==> config.mk <==
export PLATFORM = sky130hd
export DESIGN_NAME = pv_semaphore_cell
export DESIGN_NICKNAME = d
export VERILOG_FILES = /design/src/rtl/semcell_pkg.sv /design/src/rtl/semcell_counter.sv /design/src/rtl/semcell_waitlist.sv /design/src/rtl/semcell_tag.sv /design/src/rtl/semcell_resp.sv /design/src/rtl/pv_semaphore_cell.sv
export SDC_FILE = /design/constraint.sdc
export NUM_CORES = 1
export LEC_CHECK = 0
export CAP_MARGIN = 20
export CORE_MARGIN = 8
export CORE_UTILIZATION = 51
export CTS_CLUSTER_DIAMETER = 120
export DETAILED_ROUTE_END_ITERATION = 12
export MAX_ROUTING_LAYER = met4
export PLACE_DENSITY = 0.86
export SLEW_MARGIN = 20
export SYNTH_ARGS = -nofsm -noshare
export SYNTH_HDL_FRONTEND = slang
export SYNTH_HIERARCHICAL = 1
export SYNTH_SLANG_ARGS = --single-unit
export TNS_END_PERCENT = 20
==> constraint.sdc <==
create_clock -name clk_i -period 5.7 [get_ports clk_i]
set_input_delay 1.71 -clock clk_i [delete_from_list [all_inputs] [get_ports clk_i]]
set_output_delay 1.71 -clock clk_i [all_outputs]
set_load 0.01 [all_outputs]
==> src/rtl/semcell_pkg.sv <==
package semcell_pkg;

  typedef enum logic [2:0] {
    VIEW_RAW     = 3'd0,
    VIEW_TAG     = 3'd1,
    VIEW_EF_WAIT = 3'd2,
    VIEW_EF_POLL = 3'd3,
    VIEW_PV_WAIT = 3'd4,
    VIEW_PV_POLL = 3'd5,
    VIEW_RSV6    = 3'd6,
    VIEW_RSV7    = 3'd7
  } view_e;

  typedef struct packed {
    logic t;
    logic f;
    logic e;
  } tag_t;

  localparam int TAG_T_BIT    = 16;
  localparam int TAG_QUEUE_BIT = 17;
  localparam int TAG_F_BIT    = 1;
  localparam int TAG_E_BIT    = 0;

  // saturating increment against a ceiling
  function automatic logic [31:0] sat_inc(input logic [31:0] v, input logic [31:0] ceil);
    return (v >= ceil) ? v : v + 32'd1;
  endfunction

  // decrement that stops at zero
  function automatic logic [31:0] floor_dec(input logic [31:0] v);
    return (v != 32'd0) ? v - 32'd1 : v;
  endfunction

  function automatic logic [31:0] pack_tag(input tag_t tg);
    logic [31:0] w;
    w = '0;
    w[TAG_T_BIT] = tg.t;
    w[TAG_F_BIT] = tg.f;
    w[TAG_E_BIT] = tg.e;
    w[TAG_QUEUE_BIT] = 1'b0;
    return w;
  endfunction

  function automatic tag_t unpack_tag(input logic [31:0] w);
    tag_t tg;
    tg.t = w[TAG_T_BIT];
    tg.f = w[TAG_F_BIT];
    tg.e = w[TAG_E_BIT];
    return tg;
  endfunction

  function automatic logic is_sem_view(input logic [2:0] v);
    return (v == VIEW_PV_WAIT) || (v == VIEW_PV_POLL);
  endfunction

endpackage

==> src/rtl/semcell_counter.sv <==
module semcell_counter
  import semcell_pkg::*;
#(
  parameter int CNT_W = 16
) (
  input  logic             clk_i,
  input  logic             rst_ni,
  input  logic             v_inc_i,
  input  logic             p_take_i,
  output logic [CNT_W-1:0] count_q_o,
  output logic [CNT_W-1:0] count_mid_o
);

  localparam logic [CNT_W-1:0] CNT_MAX = '1;

  logic [CNT_W-1:0] count_q;
  logic [CNT_W-1:0] count_d;
  logic [31:0]      inc_w;
  logic [31:0]      dec_w;

  // V is applied first, P sees the result
  always_comb begin
    inc_w       = sat_inc(32'(count_q), 32'(CNT_MAX));
    count_mid_o = v_inc_i ? inc_w[CNT_W-1:0] : count_q;
    dec_w       = floor_dec(32'(count_mid_o));
    count_d     = p_take_i ? dec_w[CNT_W-1:0] : count_mid_o;
  end

  always_ff @(posedge clk_i) begin
    if (!rst_ni) count_q <= '0;
    else         count_q <= count_d;
  end

  assign count_q_o = count_q;

  a_r4_saturates: assert property (@(posedge clk_i) disable iff (!rst_ni)
    (count_q == CNT_MAX && v_inc_i && !p_take_i) |=> (count_q == CNT_MAX));

  a_r4_inc_steps: assert property (@(posedge clk_i) disable iff (!rst_ni)
    (count_q != CNT_MAX && v_inc_i && !p_take_i) |=> (count_q == $past(count_q) + 1'b1));

  a_r1_take_decrements: assert property (@(posedge clk_i) disable iff (!rst_ni)
    (count_q != '0 && p_take_i && !v_inc_i) |=> (count_q == $past(count_q) - 1'b1));

  a_r2_zero_stays: assert property (@(posedge clk_i) disable iff (!rst_ni)
    (count_q == '0 && p_take_i && !v_inc_i) |=> (count_q == '0));

endmodule

==> src/rtl/semcell_waitlist.sv <==
module semcell_waitlist #(
  parameter int NUM_REQ = 8,
  parameter int ID_W    = 3
) (
  input  logic               clk_i,
  input  logic               rst_ni,
  input  logic               v_inc_i,
  input  logic               block_i,
  input  logic [ID_W-1:0]    block_id_i,
  output logic [NUM_REQ-1:0] wake_o
);

  logic [NUM_REQ-1:0] mask_q;
  logic [NUM_REQ-1:0] mask_d;
  logic [NUM_REQ-1:0] wake_q;
  logic [NUM_REQ-1:0] block_vec;

  generate
    for (genvar g = 0; g < NUM_REQ; g++) begin : g_sel
      assign block_vec[g] = block_i && (block_id_i == ID_W'(g));
    end
  endgenerate

  always_comb begin
    mask_d = v_inc_i ? '0 : (mask_q | block_vec);
  end

  always_ff @(posedge clk_i) begin
    if (!rst_ni) begin
      mask_q <= '0;
      wake_q <= '0;
    end else begin
      mask_q <= mask_d;
      wake_q <= v_inc_i ? mask_q : '0;
    end
  end

  assign wake_o = wake_q;

  // a block is never raised while a V lands
  a_r9_no_block_with_v: assert property (@(posedge clk_i) disable iff (!rst_ni)
    block_i |-> !v_inc_i);

  a_r5_mask_cleared: assert property (@(posedge clk_i) disable iff (!rst_ni)
    v_inc_i |=> (mask_q == '0));

  a_r5_wake_single: assert property (@(posedge clk_i) disable iff (!rst_ni)
    !v_inc_i |=> (wake_o == '0));

  a_r2_records: assert property (@(posedge clk_i) disable iff (!rst_ni)
    block_i |=> mask_q[$past(block_id_i)]);

endmodule

==> src/rtl/semcell_tag.sv <==
module semcell_tag
  import semcell_pkg::*;
#(
  parameter int DATA_W = 32
) (
  input  logic              clk_i,
  input  logic              rst_ni,
  input  logic              load_i,
  input  logic [DATA_W-1:0] wdata_i,
  output tag_t              tag_mid_o
);

  tag_t tag_q;
  tag_t tag_new;
  logic [31:0] wide_w;
  logic unused_wide;

  always_comb begin
    wide_w  = 32'(wdata_i);
    tag_new = unpack_tag(wide_w);
  end

  assign unused_wide = ^wide_w;

  always_ff @(posedge clk_i) begin
    if (!rst_ni)     tag_q <= '0;
    else if (load_i) tag_q <= tag_new;
  end

  assign tag_mid_o = load_i ? tag_new : tag_q;

  a_r8_hold: assert property (@(posedge clk_i) disable iff (!rst_ni)
    !load_i |=> $stable(tag_q));

endmodule

==> src/rtl/semcell_resp.sv <==
module semcell_resp
  import semcell_pkg::*;
#(
  parameter int DATA_W = 32,
  parameter int CNT_W  = 16
) (
  input  logic              clk_i,
  input  logic              rst_ni,
  input  logic              rd_valid_i,
  input  logic [2:0]        rd_view_i,
  input  logic [CNT_W-1:0]  count_mid_i,
  input  tag_t              tag_mid_i,
  output logic              p_take_o,
  output logic              block_o,
  output logic              rsp_valid_o,
  output logic [DATA_W-1:0] rsp_data_o,
  output logic              rsp_block_o
);

  logic              rsp_valid_q;
  logic [DATA_W-1:0] rsp_data_q;
  logic              rsp_block_q;
  logic [DATA_W-1:0] data_d;
  logic [31:0]       tag_word;

  assign p_take_o = rd_valid_i && is_sem_view(rd_view_i);
  assign block_o  = rd_valid_i && (rd_view_i == VIEW_PV_WAIT) && (count_mid_i == '0);

  always_comb begin
    tag_word = pack_tag(tag_mid_i);
    data_d   = '0;
    if (rd_valid_i) begin
      unique case (view_e'(rd_view_i))
        VIEW_RAW, VIEW_PV_WAIT, VIEW_PV_POLL: data_d = DATA_W'(count_mid_i);
        VIEW_TAG: data_d = tag_word[DATA_W-1:0];
        default:  data_d = '0;
      endcase
    end
  end

  always_ff @(posedge clk_i) begin
    if (!rst_ni) begin
      rsp_valid_q <= 1'b0;
      rsp_data_q  <= '0;
      rsp_block_q <= 1'b0;
    end else begin
      rsp_valid_q <= rd_valid_i;
      rsp_data_q  <= data_d;
      rsp_block_q <= block_o;
    end
  end

  assign rsp_valid_o = rsp_valid_q;
  assign rsp_data_o  = rsp_data_q;
  assign rsp_block_o = rsp_block_q;

  a_r7_queue_views_zero: assert property (@(posedge clk_i) disable iff (!rst_ni)
    (rd_valid_i && !is_sem_view(rd_view_i) && rd_view_i != VIEW_RAW && rd_view_i != VIEW_TAG)
    |=> (rsp_valid_o && rsp_data_o == '0 && !rsp_block_o));

  a_r3_poll_never_blocks: assert property (@(posedge clk_i) disable iff (!rst_ni)
    (rd_valid_i && rd_view_i == VIEW_PV_POLL) |=> !rsp_block_o);

  a_r2_block_has_zero_data: assert property (@(posedge clk_i) disable iff (!rst_ni)
    rsp_block_o |-> (rsp_valid_o && rsp_data_o == '0));

endmodule

==> src/rtl/pv_semaphore_cell.sv <==
module pv_semaphore_cell
  import semcell_pkg::*;
#(
  parameter int NUM_REQ = 8,
  parameter int ID_W    = (NUM_REQ > 1) ? $clog2(NUM_REQ) : 1,
  parameter int DATA_W  = 32,
  parameter int CNT_W   = 16
) (
  input  logic               clk_i,
  input  logic               rst_ni,
  input  logic               rd_valid_i,
  input  logic [2:0]         rd_view_i,
  input  logic [ID_W-1:0]    rd_id_i,
  input  logic               wr_valid_i,
  input  logic [2:0]         wr_view_i,
  input  logic [DATA_W-1:0]  wr_data_i,
  output logic               rsp_valid_o,
  output logic [DATA_W-1:0]  rsp_data_o,
  output logic               rsp_block_o,
  output logic [NUM_REQ-1:0] wake_o
);

  // named internal events
  logic             v_event;
  logic             tag_load;
  logic             p_event;
  logic             block_event;
  logic [CNT_W-1:0] count_q;
  logic [CNT_W-1:0] count_mid;
  tag_t             tag_mid;

  assign v_event  = wr_valid_i && is_sem_view(wr_view_i);
  assign tag_load = wr_valid_i && (wr_view_i == VIEW_TAG);

  semcell_counter #(.CNT_W(CNT_W)) u_counter (
    .clk_i       (clk_i),
    .rst_ni      (rst_ni),
    .v_inc_i     (v_event),
    .p_take_i    (p_event),
    .count_q_o   (count_q),
    .count_mid_o (count_mid)
  );

  semcell_tag #(.DATA_W(DATA_W)) u_tag (
    .clk_i     (clk_i),
    .rst_ni    (rst_ni),
    .load_i    (tag_load),
    .wdata_i   (wr_data_i),
    .tag_mid_o (tag_mid)
  );

  semcell_resp #(.DATA_W(DATA_W), .CNT_W(CNT_W)) u_resp (
    .clk_i       (clk_i),
    .rst_ni      (rst_ni),
    .rd_valid_i  (rd_valid_i),
    .rd_view_i   (rd_view_i),
    .count_mid_i (count_mid),
    .tag_mid_i   (tag_mid),
    .p_take_o    (p_event),
    .block_o     (block_event),
    .rsp_valid_o (rsp_valid_o),
    .rsp_data_o  (rsp_data_o),
    .rsp_block_o (rsp_block_o)
  );

  semcell_waitlist #(.NUM_REQ(NUM_REQ), .ID_W(ID_W)) u_waitlist (
    .clk_i      (clk_i),
    .rst_ni     (rst_ni),
    .v_inc_i    (v_event),
    .block_i    (block_event),
    .block_id_i (rd_id_i),
    .wake_o     (wake_o)
  );

  // raw view and queue-view writes leave the count alone
  a_r6_raw_write_ignored: assert property (@(posedge clk_i) disable iff (!rst_ni)
    (wr_valid_i && !is_sem_view(wr_view_i) && !p_event) |=> (count_q == $past(count_q)));

  a_r9_block_needs_empty: assert property (@(posedge clk_i) disable iff (!rst_ni)
    block_event |-> (count_q == '0 && !v_event));

  a_r10_quiet_after_reset: assert property (@(posedge clk_i)
    $past(!rst_ni) |-> (!rsp_valid_o && !rsp_block_o && wake_o == '0 && count_q == '0));

endmodule

==> results.json, run 1 <==
{
  "outcome": "finished clean",
  "fmax_mhz": 208.7,
  "cts_resized": 0,
  "drt_first_pass_iters": 5,
  "finalHoldViolations": 0,
  "tightest_slew_ns": 0.8072,
  "p_leak_uw": 0.001358,
  "critPathMaxStageDelay_ns": 0.48,
  "worstSetupEndpoint": "u_waitlist/mask_q[0]",
  "ios": 87,
  "crit_arrival_ns": 5.04,
  "cp-end-kind": "flip-flop",
  "htree_num_levels": 2,
  "final_antenna_net_count": 0,
  "viasPerCell": 5.747,
  "clkTransAtPathRegs_ns": 0.10,
  "p_seq_frac": 0.455,
  "combPwrFrac": 0.260,
  "cts.root.buffer_cell": "clkbuf_8",
  "switchingPower_uw": 299.4,
  "p_int_uw": 628.0,
  "dr.first_iter.drc_count": 218,
  "grt_setup_unrepaired": "false",
  "nFillCells": 458,
  "critical-path-slowest-cell": "clkdlybuf4s50_1",
  "critPathMostFrequentCell": "nor2_1",
  "ys.flop_type": "dfxtp_1",
  "fp.dieW_microns": 91.59,
  "die_y_microns": 91.59,
  "path_class": "primary input to flip-flop",
  "wl_per_cell_microns": 16.14,
  "rr_endpoint": "u_counter/count_q_o[1]",
  "final_nets": 409,
  "cellPowerDensity_mw_per_mm2": 270.4,
  "fin_crit_ns": 4.792,
  "grt_max_degree": 22,
  "grt_pass1_wl_mm": 11.51,
  "cts.sinks": 54,
  "dieArea_sq_mm": 0.008389,
  "vias": 2494,
  "setup-tns-final_ns": 0,
  "async_flop_share": 0,
  "clkLatencyLatePin_ns": 0.31,
  "synthDistinctLibCells": 68,
  "portBuffers": 42,
  "cp-start-kind": "primary input",
  "n_antenna_cell": 0,
  "synth.most_common_cell": "dfxtp_1",
  "fp-row-count": 27,
  "synth_enable_flop_cells": 0,
  "syn_area_sq_mm": 0.002914,
  "yosys_warnings": 6,
  "antenna_found_initial": 0,
  "syn_avg_cell_area_sq_um": 9.022,
  "cts_setup_buffers": 0,
  "crit_start": "wr_view_i[2]",
  "route.detailed.drc": 0,
  "cp_max_fo": 16,
  "ys_ff_latch": 54,
  "synth_top_cell_area_share": 0.3710,
  "wirelength_mm": 7.004,
  "start_util": 0.5292,
  "finalMaxSlewViolations": 0,
  "slew-limit-headroom": 0.4602,
  "synthTopCellsByCount": "dfxtp_1 (54), nor2_1 (24), inv_1 (18), nand2_1 (17)",
  "maxCapViolations": 0,
  "cp.required_ns": 5.95,
  "dpl.hpwl_mm": 5.208,
  "synthCells": 323,
  "place_congestion": 0.9175,
  "grt_overflow_total": 0,
  "grt_pass1_vias": 2402,
  "placedCellCount": 426,
  "coreArea_sq_mm": 0.005507,
  "r2r_start": "u_counter/count_q_o[0]",
  "r2r_slack_ns": 1.72,
  "finalSetupViolCount": 0,
  "cts_tree": "done",
  "area_growth_pct": 17.69,
  "clockPowerShare": 0.285,
  "grt_usage": 0.1709,
  "layout.cells.non_filler": 434,
  "hold_path_class": "flip-flop to flip-flop",
  "numCtsBuffers": 5,
  "min_period_over_period": 0.8407,
  "skew_ns": 0.008575,
  "yosysSeqAreaShare": 0.3710,
  "crit_chain": "clkdlybuf4s50_1 > and3b_2 > nand4_1 > nor2_1 > and2_1 > xor2_1 > nor4_1 > nand2_1 > nor2_1 > or4b_1 > a21oi_1",
  "ctsHoldBuffers": 0,
  "vdd_drop_max_v": 0.0001475,
  "drive_gt1_frac": 0.1160,
  "rr_worst_depth": 12,
  "post-synth-top-area-cell": "dfxtp_1",
  "synth_area_leaders": "dfxtp_1 (37%), buf_4 (4.1%), and2_2 (3.6%)",
  "power_switching_share": 0.3228,
  "cts_buffer_depth": 2
}
-- cells by family after synthesis --
group,share of synthesized area
other,0.001287
xor gates and xnor gates,0.04809
buffers and inverters,0.08201
AOI/OAI and AO/OA,0.1421
DFF,0.3710
muxes,0.04036
and+or+nand+nor,0.3023
adders and majority gates,0.01288
-- cell type report --
| type | instances | area, sq um | share of cell area |
|---|---|---|---|
| Clock inverter | 3 | 47.55 | 0.01386 |
| Multi-Input combinational cell | 239 | 1647 | 0.4801 |
| Clock buffer | 5 | 68.82 | 0.02007 |
| Tap cell | 72 | 90.09 | 0.02627 |
| Sequential cell | 54 | 1081 | 0.3152 |
| Timing Repair Buffer | 43 | 427.9 | 0.1248 |
| Inverter | 18 | 67.56 | 0.01970 |
-- cell usage in the layout (no fill, tap or decap), drive strengths merged, types with 3 or more instances in the layout --
cell,n
a21oi,16
a31oi,3
and2,19
and3,11
clkbuf,5
clkdlybuf4s50,42
conb,15
dfxtp,54
ha,3
inv,19
mux2,5
mux2i,5
nand2,17
nand2b,4
nand3,12
nand4,10
nand4b,4
nand4bb,3
nor2,25
nor3,9
nor4,6
o21ai,6
o31ai,4
or3,4
or4,6
xnor2,11
xor2,5
-- routing by layer --
layer	track usage	vias to the layer above	wire [microns]
met5	-	-	0
met4	0.08595	0	174
met3	0.02387	13	343
met2	0.2749	110	3445
met1	0.2036	1170	3040
li1	-	1201	-
-- registers in the layout, summed over array words and instances (netlist names) --
name / count
u_counter/count_q_o: 16
u_waitlist/mask_q: 8
u_resp/rsp_data_o: 17
u_resp/rsp_valid_o: 1
u_resp/rsp_block_o: 1
u_tag/tag_q: 3
u_waitlist/wake_o: 8
-- through the flow --
step,total power (uW),utilization,area [sq um],hold WS (ns),worst slack (ns)
floorplan,608.8,-,2967,0.4210,1.436
global placement,656.6,0.6017,3313,0.4285,0.7267
detailed placement,662.1,0.6017,3313,0.4362,0.6478
CTS,924.9,0.6228,3430,0.4516,0.9681
global route,972.2,0.6228,3430,0.4794,0.6385
finish,927.4,0.6228,3430,0.4506,0.9079
-- worst max-delay path, delay by kind of cell --
kind,cells,cell delay [ns]
AOI/OAI and AO/OA,1,0.16
xor gates and xnor gates,1,0.17
buffers and inverters,1,0.48
and+or+nand+nor,8,2.52
-- worst min-delay path by stage --
| stage | from | end | slack [ns] | depth (start not counted) |
|---|---|---|---|---|
| final | u_waitlist/mask_q[2] | u_waitlist/mask_q[2] | 0.45 | 2 |
| after global routing | u_waitlist/mask_q[0] | u_waitlist/mask_q[0] | 0.48 | 2 |
| after floorplan | u_waitlist/mask_q[0] | u_waitlist/mask_q[0] | 0.42 | 2 |
| after global placement | u_waitlist/mask_q[5] | u_waitlist/mask_q[5] | 0.43 | 2 |
| after detailed placement | u_waitlist/mask_q[6] | u_waitlist/mask_q[6] | 0.44 | 2 |
| after CTS | u_waitlist/mask_q[6] | u_waitlist/mask_q[6] | 0.45 | 2 |
-- power groups by stage --
stage | registers [uW] | clock network, uW | logic (uW)
6_report | 422 | 264 | 241
5_1_grt | 426 | 281 | 266
4_1_cts | 422 | 268 | 235
3_5_place_dp | 430 | 0 | 232
3_3_place_gp | 430 | 0 | 227
2_1_floorplan | 415 | 0 | 194
Power figures use the tool's default switching activity.
==> inputs of run 2 (changes only) <==
--- a/config.mk
+++ b/config.mk
@@ -7,11 +7,11 @@
 export LEC_CHECK = 0
 export CAP_MARGIN = 20
 export CORE_MARGIN = 8
-export CORE_UTILIZATION = 51
+export CORE_UTILIZATION = 43
 export CTS_CLUSTER_DIAMETER = 120
 export DETAILED_ROUTE_END_ITERATION = 12
 export MAX_ROUTING_LAYER = met4
-export PLACE_DENSITY = 0.86
+export PLACE_DENSITY = 0.77
 export SLEW_MARGIN = 20
 export SYNTH_ARGS = -nofsm -noshare
 export SYNTH_HDL_FRONTEND = slang
==> constraint.sdc (replaced) <==
create_clock -name clk_i -period 4.1 [get_ports clk_i]
set_input_delay 1.23 -clock clk_i [delete_from_list [all_inputs] [get_ports clk_i]]
set_output_delay 1.23 -clock clk_i [all_outputs]
set_load 0.01 [all_outputs]
==> results.json, run 2 (synthesis gave the netlist of run 1 again) <==
{
  "grt_max_degree": 22,
  "wirelength_mm": 7.372,
  "final_antenna_net_count": 0,
  "fin_crit_ns": 4.007,
  "vdd_drop_max_v": 0.0002687,
  "viasPerCell": 5.387,
  "clkLatencyLatePin_ns": 0.32,
  "cts_buffer_depth": 2,
  "p_seq_frac": 0.447,
  "clockPowerShare": 0.244,
  "crit_arrival_ns": 4.26,
  "route.detailed.drc": 0,
  "coreArea_sq_mm": 0.006681,
  "rr_endpoint": "u_counter/count_q_o[1]",
  "rr_worst_depth": 12,
  "finalSetupViolCount": 0,
  "setup-tns-final_ns": 0,
  "fp.dieW_microns": 98.32,
  "path_class": "primary input to flip-flop",
  "place_congestion": 0.9062,
  "r2r_start": "u_counter/count_q_o[0]",
  "r2r_slack_ns": 0.35,
  "fp-row-count": 30,
  "maxCapViolations": 0,
  "htree_num_levels": 2,
  "cp-start-kind": "primary input",
  "numCtsBuffers": 5,
  "drive_gt1_frac": 0.2035,
  "dieArea_sq_mm": 0.009667,
  "cts.sinks": 54,
  "dp_slack_ns": -0.1843,
  "portBuffers": 42,
  "clkTransAtPathRegs_ns": 0.11,
  "dr.first_iter.drc_count": 196,
  "mostFrequentLayoutCell": "dfxtp_1",
  "grt_pass1_vias": 2567,
  "grt_overflow_total": 0,
  "outcome": "finished clean",
  "tightest_slew_ns": 0.5280,
  "n_antenna_cell": 0,
  "ctsHoldBuffers": 0,
  "cp.required_ns": 4.35,
  "largest_register_ffs": 17,
  "final_cell_mix": "dfxtp_1 (54), clkdlybuf4s50_1 (42), buf_4 (37)",
  "start_util": 0.4361,
  "power_switching_share": 0.3384,
  "drt_first_pass_iters": 4,
  "cellPowerDensity_mw_per_mm2": 355.1,
  "whs_endpoint": "u_waitlist/mask_q[4]",
  "min_period_over_period": 0.9773,
  "cp_max_fo": 8,
  "cts_tree": "done",
  "ff_latch_area_sq_mm": 0.001081,
  "finalHoldViolations": 0,
  "fmax_mhz": 249.6,
  "final_nets": 445,
  "dpl.hpwl_mm": 5.554,
  "wl_per_cell_microns": 15.42,
  "grt_pass1_wl_mm": 12.11,
  "fin_ws_ns": 0.09320,
  "finalMaxSlewViolations": 0,
  "placedCellCount": 470,
  "switchingPower_uw": 445.2,
  "area_growth_pct": 27.14,
  "skew_ns": 0.007611,
  "hold_path_depth": 2,
  "p_leak_uw": 0.001527,
  "combPwrFrac": 0.309,
  "cp-end-kind": "flip-flop",
  "min_from": "u_waitlist/mask_q[4]",
  "layout.cells.non_filler": 478,
  "hold_path_class": "flip-flop to flip-flop",
  "antenna_found_initial": 0,
  "nFillCells": 594,
  "fin_util": 0.5545,
  "vias": 2575,
  "finalPower_uw": 1316,
  "cts.root.buffer_cell": "clkbuf_8",
  "slew-limit-headroom": 0.6455,
  "die_y_microns": 98.32,
  "multiInputGateArea_sq_mm": 0.001660,
  "grt_setup_unrepaired": "true",
  "ios": 87,
  "grt_usage": 0.1561,
  "p_int_uw": 870.5
}
[run 2: cell count changes in the layout (fill, tap and decap cells not counted), sizes merged]
cell / delta
bufinv: -1
buf: +36
inv: +1
[run 2: how the worst max path moves through the flow]
stage / startpoint / end / cells past startpoint
finish: wr_valid_i / u_waitlist/mask_q[0] / 12
detailed placement: wr_valid_i / u_waitlist/mask_q[0] / 12
floorplan: wr_view_i[1] / u_waitlist/mask_q[0] / 10
global placement: wr_valid_i / u_waitlist/mask_q[0] / 12
global route: wr_view_i[1] / u_waitlist/mask_q[0] / 12
CTS: wr_valid_i / u_waitlist/mask_q[0] / 12
[run 2: final cells by class]
type | instances | share of cell area
multi-input combinational | 239 | 0.4482
sequential | 54 | 0.2918
timing repair buffer | 79 | 0.1885
tap | 80 | 0.02702
clock buffer | 5 | 0.01857
inverter | 18 | 0.01824
clock inverter | 3 | 0.007768
[run 2: worst max-delay path, cell delays in order]
cell and delay [ns]:
clkdlybuf4s50_1 0.46, and3b_2 0.31, nand4_1 0.33, nor2_2 0.27, nand4_1 0.14, xor2_1 0.25
inv_1 0.10, nor4_1 0.24, nand4_1 0.17, nor2_1 0.16, or4b_1 0.45, a21oi_1 0.15
[run 2: metal layers]
metal | routed length [microns] | up-vias | share of wire | GRT usage
met5 | 0 | - | 0 | -
met4 | 163 | 0 | 0.022 | 0.06375
met3 | 326 | 12 | 0.044 | 0.02987
met2 | 3460 | 70 | 0.47 | 0.2475
met1 | 3421 | 1213 | 0.46 | 0.1901
li1 | - | 1280 | - | -
[run 2: stage by stage]
step,hold WS [ns],instance area [sq um]
detailed placement,0.4356,3593
global route,0.4728,3705
floorplan,0.4210,2967
finish,0.4492,3705
CTS,0.4504,3691
global placement,0.4292,3593
[run 2: timing repair]
| action | in CTS | in global routing |
|---|---|---|
| resized for setup | 0 | 3 |
| endpoints found under the setup margin | 0 | 2 |
| setup buffers | 0 | 0 |
[run 2: power by group through the flow]
| stage | Clock, uW | Combinational [uW] | Sequential [uW] |
|---|---|---|---|
| final | 321 | 407 | 588 |
| after global placement | 0 | 383 | 598 |
| after floorplan | 0 | 270 | 577 |
| after detailed placement | 0 | 398 | 599 |
| after CTS | 327 | 401 | 587 |
| after global routing | 350 | 440 | 594 |
